**src/rtl/modstop_ctrl.sv**
```systemverilog
module modstop_ctrl #(
  parameter int          W        = 16,
  parameter logic [15:0] RST_VAL  = 16'h3FFF,
  parameter logic [15:0] USED     = 16'hFEE0,
  parameter logic [15:0] LOSE     = 16'h02E0,
  parameter logic [15:0] RD_FILL  = 16'h0000,
  parameter logic [15:0] BAD_A    = 16'hFFFF,
  parameter logic [15:0] BAD_B    = 16'hEFFF,
  localparam int         NB       = W / 8,
  localparam int         IW       = $clog2(W)
) (
  input  logic          clk,
  input  logic          rst_n,
  input  logic          reg_sel,
  input  logic          reg_wr,
  input  logic [NB-1:0] reg_be,
  input  logic [W-1:0]  reg_wdata,
  output logic [W-1:0]  reg_rdata,
  input  logic          cyc_end,
  output logic [W-1:0]  run_en,
  output logic [W-1:0]  state_clr,
  input  logic [IW-1:0] acc_idx,
  input  logic          acc_rd,
  input  logic          acc_wr,
  input  logic [W-1:0]  acc_rdata_in,
  output logic [W-1:0]  acc_rd_en,
  output logic [W-1:0]  acc_wr_en,
  output logic [W-1:0]  acc_rdata_out,
  input  logic          slp_req,
  output logic          slp_fwd,
  output logic          slp_err
);

  logic [W-1:0] pend, appl, tgt;
  logic         bad, tgt_on;

  always_ff @(posedge clk or negedge rst_n) begin
    if (!rst_n) begin
      pend <= RST_VAL;
    end else if (reg_sel && reg_wr) begin
      for (int b = 0; b < NB; b++)
        if (reg_be[b]) pend[b*8 +: 8] <= reg_wdata[b*8 +: 8];
    end
  end

  always_ff @(posedge clk or negedge rst_n) begin
    if (!rst_n)       appl <= RST_VAL;
    else if (cyc_end) appl <= pend;
  end

  assign bad = (pend == BAD_A) || (pend == BAD_B);

  always_ff @(posedge clk or negedge rst_n) begin
    if (!rst_n) begin
      slp_fwd <= 1'b0;
      slp_err <= 1'b0;
    end else begin
      slp_fwd <= slp_req && !bad;
      slp_err <= slp_req && bad;
    end
  end

  assign reg_rdata     = pend;
  assign run_en        = ~appl & USED;
  assign state_clr     = appl & LOSE;
  assign tgt           = {{(W-1){1'b0}}, 1'b1} << acc_idx;
  assign tgt_on        = |(tgt & run_en);
  assign acc_rd_en     = acc_rd ? (tgt & run_en) : '0;
  assign acc_wr_en     = acc_wr ? (tgt & run_en) : '0;
  assign acc_rdata_out = (acc_rd && !tgt_on) ? RD_FILL : acc_rdata_in;

endmodule

```
**config.mk**
```make
export PLATFORM = sky130hd
export DESIGN_NAME = modstop_ctrl
export DESIGN_NICKNAME = d
export VERILOG_FILES = /design/src/rtl/modstop_ctrl.sv
export SDC_FILE = /design/constraint.sdc
export NUM_CORES = 1
export LEC_CHECK = 0
export BUFFER_PORTS_ARGS = -buffer_cell sky130_fd_sc_hd__clkbuf_2
export CAP_MARGIN = 20
export CORE_MARGIN = 3
export CORE_UTILIZATION = 40
export CTS_CLUSTER_DIAMETER = 100
export DETAILED_ROUTE_END_ITERATION = 7
export HOLD_SLACK_MARGIN = 0.12
export PLACE_DENSITY = 0.79
export SYNTH_ARGS = -nofsm -noshare
export SYNTH_HDL_FRONTEND = slang
export SYNTH_SLANG_ARGS = --single-unit
```
**constraint.sdc**
```tcl
create_clock -name clk -period 1.7 [get_ports clk]
set_input_delay 0.17 -clock clk [delete_from_list [all_inputs] [get_ports clk]]
set_output_delay 0.17 -clock clk [all_outputs]
set_load 0.01 [all_outputs]
```
==> results of run 1 <==
layer usage:
metal  wire [µm]  vias up  GRT usage (%)
met5           0        -              0
met3         508        6           3.11
li1            -      829              -
met4          31        0           4.74
met1        1810      764           17.2
met2        2530      110           31.1
cells in the final DEF (no fill, tap or decap), drive strengths merged:
cell,synthesis,routed
or3,2,2
a21boi,16,16
dlygate4sd3,0,5
inv,10,10
mux2,17,17
nor2,3,3
dfstp,22,22
nor4,7,7
buf,40,17
a21oi,2,2
nand3b,3,3
and2,5,5
o22ai,1,1
o21ai,11,11
clkbuf,2,112
nand2,13,13
dfrtp,6,6
and3b,1,1
nor4b,2,2
a311oi,1,1
nand3,3,3
nand4,3,3
nand2b,5,5
nor3,8,8
and4bb,1,1
nor2b,1,1
or3b,2,2
conb,1,30
cell families after synthesis:
kind of cell / share of synthesized area [%]
other: 0.200
muxes: 10.4
DFF: 38.8
buffers and inverters: 18.7
and+or+nand+nor: 18.5
AOI/OAI and AO/OA: 13.3
power breakdown:
| part | leakage [nW] | switching, mW | total, mW | internal, mW |
|---|---|---|---|---|
| combinational | 0.957 | 0.398 | 0.743 | 0.345 |
| clock | 0.0288 | 0.190 | 0.397 | 0.207 |
| sequential | 0.305 | 0.103 | 0.959 | 0.856 |
cell type report:
class | instances | area, µm² | area share (%)
multi-input cells | 137 | 920 | 36.3
flip-flops and latches | 28 | 728 | 28.8
repair buffers | 130 | 726 | 28.7
well taps | 52 | 65.1 | 2.57
clock buffers | 4 | 55.1 | 2.17
inverters | 10 | 37.5 | 1.48
path summary, 6_finish.rpt:
| path | endpoint | slack [ps] | depth (start not counted) |
|---|---|---|---|
| worst max-delay path | acc_rdata_out[2] | -190 | 6 |
| worst min-delay path | reg_rdata[1] | 130 | 2 |
| worst max register to register | slp_err | 400 | 3 |
| worst min register to register | appl[12] | 510 | 2 |
| max in group asynchronous | reg_rdata[14] | 830 | 2 |
| min in group asynchronous | slp_fwd | 450 | 2 |
metrics by stage:
| step | power, mW | hold WS [ps] |
|---|---|---|
| 6_report | 2.10 | 132 |
| 5_1_grt | 2.22 | 123 |
| 4_1_cts | 2.11 | 121 |
| 3_5_place_dp | 1.68 | 223 |
| 3_3_place_gp | 1.67 | 224 |
| 2_1_floorplan | 1.41 | -126 |
registers in the layout, indices dropped and copies added, names as in the netlist:
signal     cells
reg_rdata     16
slp_err        1
appl          10
slp_fwd        1
timing repair:
item / in CTS / in global routing
hold endpoints to repair: 10 / 0
gates resized for setup: 10 / 9
hold buffers: 5 / 0
buffers inserted: 0 / 0
pin swaps: 3 / 1
setup endpoints to repair: 16 / 16
==> impl_summary.md, run 1 <==
Run status
The flow ran to the end, but the final reports show violations. The checks that failed: setup timing.

Final layout
The share of post-route cells with drive strength above 1 is between 60% and 70%. The post-layout instance area is between 2000 and 3000 µm². The net count of the finished layout is 356. The total of fill cells in the finished design is around 390.

Compared with the post-synthesis result, the final layout area differs by 35.0%. The post-route core utilization is around 57%. The count of cells in the finished layout, fillers not included, comes to between 300 and 400.

0 antenna diodes ended up in the layout.

Floorplanning
The core region area is between 4000 and 5000 µm². The die span in x is ~74 µm. Row generation in the floorplan step produced 24 rows. The number of placed I/O pins is approximately 140. The die covers between 5000 and 6000 µm². For this configuration, the core starts out at a cell density of 42.2%. The chip height is approximately 74 µm.

Setup path
Of all nets on the critical path, the largest fanout is 16. For the worst setup path, the data arrival time is about 1700 ps. The required arrival time at the worst endpoint is around 1500 ps.

The type of origin of the critical path is a flop. The signal on the critical path passes through or3b_4 -> a21oi_2 -> a311oi_2 -> buf_12 -> a21boi_1 -> clkbuf_2. The reg-to-reg critical path startpoint is reg_rdata[6]. The slowest cell on the critical path is sky130_fd_sc_hd__dfstp_2.

On the critical path the largest part of the delay comes from flip-flops. Together, buffers and inverters on the worst path number 2. The most critical setup path has its startpoint at appl[10].

In this design, the stage delay of the slowest critical-path cell is roughly 390 ps. The kind of critical path is flop to primary output. STA classifies the critical path endpoint as a primary output.

GRT
The first global-routing pass estimated slightly below 7 mm of wire. The sum of overflow across all layers after global routing is 0. The global-route total usage across every layer is 16.0%. The via count of the first global-routing pass was 1567. Entering global routing, the biggest net connects 29 pins.

The initial antenna violation count is 0.

Synth
The top cell type's share of synthesized area is slightly above 30%. By area the synthesized netlist is led by sky130_fd_sc_hd__dfstp_2 (31%), sky130_fd_sc_hd__buf_4 (14%), sky130_fd_sc_hd__mux2_2 (9.6%), sky130_fd_sc_hd__dfrtp_1 (8.0%), sky130_fd_sc_hd__a21boi_2 (6.0%). The most common cell in the synthesized netlist is sky130_fd_sc_hd__buf_4. The average instance in the mapped netlist occupies around 10 µm². Counting every instance in the synthesized netlist gives 188. The sequential share of the synthesized area is around two fifths. The biggest area consumer among synthesized cells is sky130_fd_sc_hd__dfstp_2. The synthesized design contains 28 register bits.

After synthesis, the most frequently instantiated cells are sky130_fd_sc_hd__buf_4 (35), sky130_fd_sc_hd__dfstp_2 (22), sky130_fd_sc_hd__mux2_2 (16). The number of warnings issued by yosys is 0. The synthesized cell area is 1880 µm². For this run, asynchronously set or reset flops after synthesis account for 100%. The primary flip-flop cell chosen by synthesis mapping is sky130_fd_sc_hd__dfstp_2. The distinct cell type count after synthesis is 33. Counting flops with a built-in enable in the synthesized netlist gives 0.

Power
The total leakage power is 1.29 nW. For this design the ratio of total power to cell area is between 800 and 900 nW/µm². The peak supply drop is a little under 0.0008 V.

CTS
The TritonCTS clock tree is yes. At the later pin of the worst-skew pair, clock insertion delay measures between 200 and 300 ps. The cell sitting at the root of the clock tree is a sky130_fd_sc_hd__clkbuf_8.

The clock-pin slew on the worst setup and hold paths is roughly 90 ps. The total CTS buffers is 3. The tree built by TritonCTS fans out to 28 sinks. The clock passes through at most 2 buffers.

The number of levels the H-tree was split into is 1.

Placement
The pre-CTS worst setup slack is between 20 and 25 ps. After detailed placement, the design holds a cell count of roughly 350. At the end of routability-driven placement, the weighted congestion stood at 0.722. The post-detailed-placement cell area is 2400 µm².

The number of buffers inserted by port buffering is ~110. The HPWL after detailed placement is 3.95 mm.

Route
The average wire per standard cell is 13.5 µm. The final layout contains routed wiring with a total length of between 4 and 5 mm. In this run the remaining antenna-violating nets after routing total 0. The post-route DRC violation count is 0. The number of violations reported at the end of detailed-routing iteration 0 is 18. Detailed routing inserted a total of ~1700 vias. Dividing the detail-routed via count by the number of cells gives around 4.7.

For this run, the detailed router's first-pass iteration total came to 4.

Timing
The fmax is ~530 MHz. The setup TNS is -2780 ps. The post-layout minimum cycle time is ~1900 ps. The post-route worst setup slack is -190 ps. Measured against its own limit, the worst slew margin works out to between 50% and 60%. Setup repair after global routing could not meet its margin everywhere.

On the final layout, the worst clock skew is about 1.8 ps. The final count of hold timing violations came to 0. For the pin with the worst max-slew slack, the measured transition is roughly 650 ps. The number of pins with negative max-slew slack in the final report is 0.

Setup violations remaining at the end of the flow were counted as 16. The share of the cycle needed by the critical path after routing is 111%.

Worst hold path
In this run the worst hold path is classified as primary input to flop. The startpoint of the lowest-slack hold path is reg_wdata[1].

Run
Max-cap violations in this run came to 0.
Power figures use the tool's default switching activity.
==> run 2: changes to the inputs <==
--- a/config.mk
+++ b/config.mk
@@ -7,7 +7,7 @@
 export LEC_CHECK = 0
 export BUFFER_PORTS_ARGS = -buffer_cell sky130_fd_sc_hd__clkbuf_2
 export CAP_MARGIN = 20
-export CORE_MARGIN = 3
+export CORE_MARGIN = 4
 export CORE_UTILIZATION = 40
 export CTS_CLUSTER_DIAMETER = 100
 export DETAILED_ROUTE_END_ITERATION = 7
==> impl_summary.md, run 2 (synthesized netlist as in run 1, its figures left out) <==
Route
The first TritonRoute pass finished after 4 iterations. The post-detailed-route count of antenna-violating nets is 0. The average wire per standard cell is between 10 and 15 µm. The number of vias per cell is approximately 4.7.

Summing over every cut layer, the via total after detailed routing is 1733. The final routed wirelength across all metal layers is roughly 5 mm. For this run, design rule violations remaining after detail routing come to 0. The number of violations reported at the end of detailed-routing iteration 0 is 18.

Setup path
The register-to-register setup slack is between 300 and 400 ps. The type of origin of the critical path is a flop. The endpoint of the worst-slack reg-to-reg timing path is slp_err. Traced cell by cell, the critical path runs through or3b_4 -> a21oi_2 -> a311oi_2 -> buf_4 -> a21boi_1 -> clkbuf_2. The kind of critical path is flop to primary output.

The largest driver fanout on the critical path is 7. The critical path contains buffers and inverters numbering 2 combined. The startpoint of the worst setup timing path is appl[9]. The type of destination of the critical path is a primary output.

The data arrival time of the critical path is 1740 ps. The logic depth of the worst register-to-register path is 3. The family with the most delay on the worst path is simple AND/OR/NAND/NOR gates. The startpoint identified for the worst register-to-register timing path is reg_rdata[6]. The slowest cell on the critical path is sky130_fd_sc_hd__or3b_4. At the worst endpoint, the required time is around 1500 ps. The worst stage delay on the critical path is about 390 ps.

Timing
The number of pins with negative max-slew slack in the final report is 0. After layout, the worst setup slack is -211 ps. The final critical path takes up 112% of the cycle. The final count of hold timing violations is 0. The fmax is 523 MHz. Setup violations remaining at the end of the flow were counted as 16. Setup repair after global routing could not meet its margin everywhere. Clock skew on the completed layout was measured at 1.45 ps. Counting I/O delays and the setup requirement, the final critical path takes about 1900 ps. The transition time at the pin with the least slew margin is approximately 640 ps. The worst max-slew margin expressed relative to the limit is between 50% and 60%.

CTS
The TritonCTS clock tree is yes. The worst-skew pair later-pin latency is around 260 ps. In this run, CTS created clock tree buffers numbering 3.

The clock passes through at most 2 buffers. The root buffer cell chosen for the clock tree is sky130_fd_sc_hd__clkbuf_8. In this run the number of H-tree levels came out at 1. For this design, the sink count on the clock tree is 28. The clock-pin slew on the worst setup and hold paths is 90 ps.

Final layout
The area growth from synthesis to final layout is 37.8%. The flip-flop count of the largest register, all copies and words added is 16. Of the cells placed in the final design, the portion with a size suffix greater than 1 is roughly 63%. In the layout the commonest cells are sky130_fd_sc_hd__clkbuf_2 (110), sky130_fd_sc_hd__conb_1 (30), sky130_fd_sc_hd__dfstp_2 (22). The final net count is about 360. Once layout is complete, the utilization of the core stands at between 50 and 60%.

The number of antenna repair diodes is 0. The most frequent standard cell in the layout excluding fill and tap cells is sky130_fd_sc_hd__clkbuf_2. The post-layout instance area is 2580 µm².

GRT
The initial antenna violation count is 0. Summed over all layers, the global routing overflow is 0. The via count of the first global-routing pass was ~1700. The global-route total usage across every layer is 16.4%.

Entering global routing, the biggest net connects 29 pins. The global-route wire length before repair is roughly 8 mm.

Placement
The post-detailed-placement cell area is 2440 µm². The final weighted congestion in routability-driven placement is about 0.72. The detailed placer's ending HPWL is 4.17 mm. During placement, the flow inserted port buffers numbering approximately 110.

Worst hold path
The worst hold path belongs to the class primary input to flop. The path with the worst hold slack has its endpoint at reg_rdata[9]. The count of cells along the worst hold path is 2. The worst hold path begins at reg_wdata[9].

Run status
The flow ran to the end, but the final reports show violations. The checks that failed: setup timing.

Floorplanning
around 140 I/O pins were placed. The number of rows in the core area is 24. The die is 76.5 µm wide. The initial standard-cell utilization of the core is 42.2%. The die is 76.5 µm tall.

The core region area is 4440 µm². The die outline area is approximately 5800 µm².

Power
In this run the power density over the cells is 815 nW/µm². The logic gate share of total power is 36.2%. The register share of total power is 45.2%. The worst-case IR drop observed on VDD is around 0.00064 V. Of the total power, the clock network draws 18.6%. The internal power component is between 1 and 1.5 mW.

The total leakage power is roughly 1.3 nW. Total power for the finished layout comes to roughly 2.1 mW. The analysis attributes to net switching a power of slightly below 0.7 mW. Of the total power, the share spent switching nets is roughly 33%.

Run
Max-cap violations in this run came to 0.
==> run 2: cell types whose count changed in the layout (fill, tap and decap cells not counted), sizes merged <==
cell / change
dlygate4sd3: -2
buf: +5
clkbuf: +2
==> run 2: repair_timing <==
action,CTS,global route
hold buffers,1,2
hold endpoints to repair,6,2
endpoints found under the setup margin,16,16
pin swaps,9,5
buffers inserted,2,0
resized for setup,15,7
==> run 2: how the worst max path moves through the flow <==
stage,to,slack [ps],depth (start not counted)
6_report,acc_rdata_out[3],-210,6
5_1_grt,acc_rdata_out[1],-290,6
4_1_cts,acc_rdata_out[9],-200,6
3_5_place_dp,acc_rdata_out[9],-20,6
3_3_place_gp,acc_rdata_out[9],6,6
2_1_floorplan,acc_rdata_out[10],80,5
==> run 2: per-stage QoR <==
| stage | setup slack, ps | TNS [ps] | instances | hold WS, ps |
|---|---|---|---|---|
| final | -211 | -3040 | 366 | 135 |
| after global routing | -286 | -4360 | 366 | 122 |
| after CTS | -198 | -3070 | 364 | 131 |
| after detailed placement | -17.3 | -127 | 357 | 225 |
| after global placement | 5.54 | 0 | 357 | 219 |
| after floorplan | 82.2 | 0 | 217 | -126 |
==> run 2: cell type report <==
cell class | count | area [µm²]
tap | 52 | 65.1
fill | 383 | 1860
clock buffer | 4 | 55.1
timing repair buffer | 135 | 762
inverter | 10 | 37.5
multi-input combinational | 137 | 937
sequential | 28 | 728
==> run 2: power groups by stage <==
stage / registers [mW] / clock network (mW) / logic [mW]
after floorplan: 0.990 / 0 / 0.419
after global placement: 0.955 / 0 / 0.720
after detailed placement: 0.962 / 0 / 0.729
after CTS: 0.951 / 0.398 / 0.760
after global routing: 0.974 / 0.439 / 0.835
final: 0.952 / 0.392 / 0.764
==> run 2: metal layers <==
| layer | wire length, µm | track usage [%] | part of all wire [%] |
|---|---|---|---|
| met2 | 2580 | 31.3 | 51 |
| met3 | 526 | 5.08 | 10 |
| met5 | 0 | 0 | 0 |
| met4 | 92 | 5.25 | 1.8 |
| met1 | 1830 | 16.9 | 36 |
==> run 2: worst reg2reg max path: cells and delay by family, from the launching register on <==
family | cells | cell delay [ps]
simple gates | 3 | 770
flops | 1 | 560
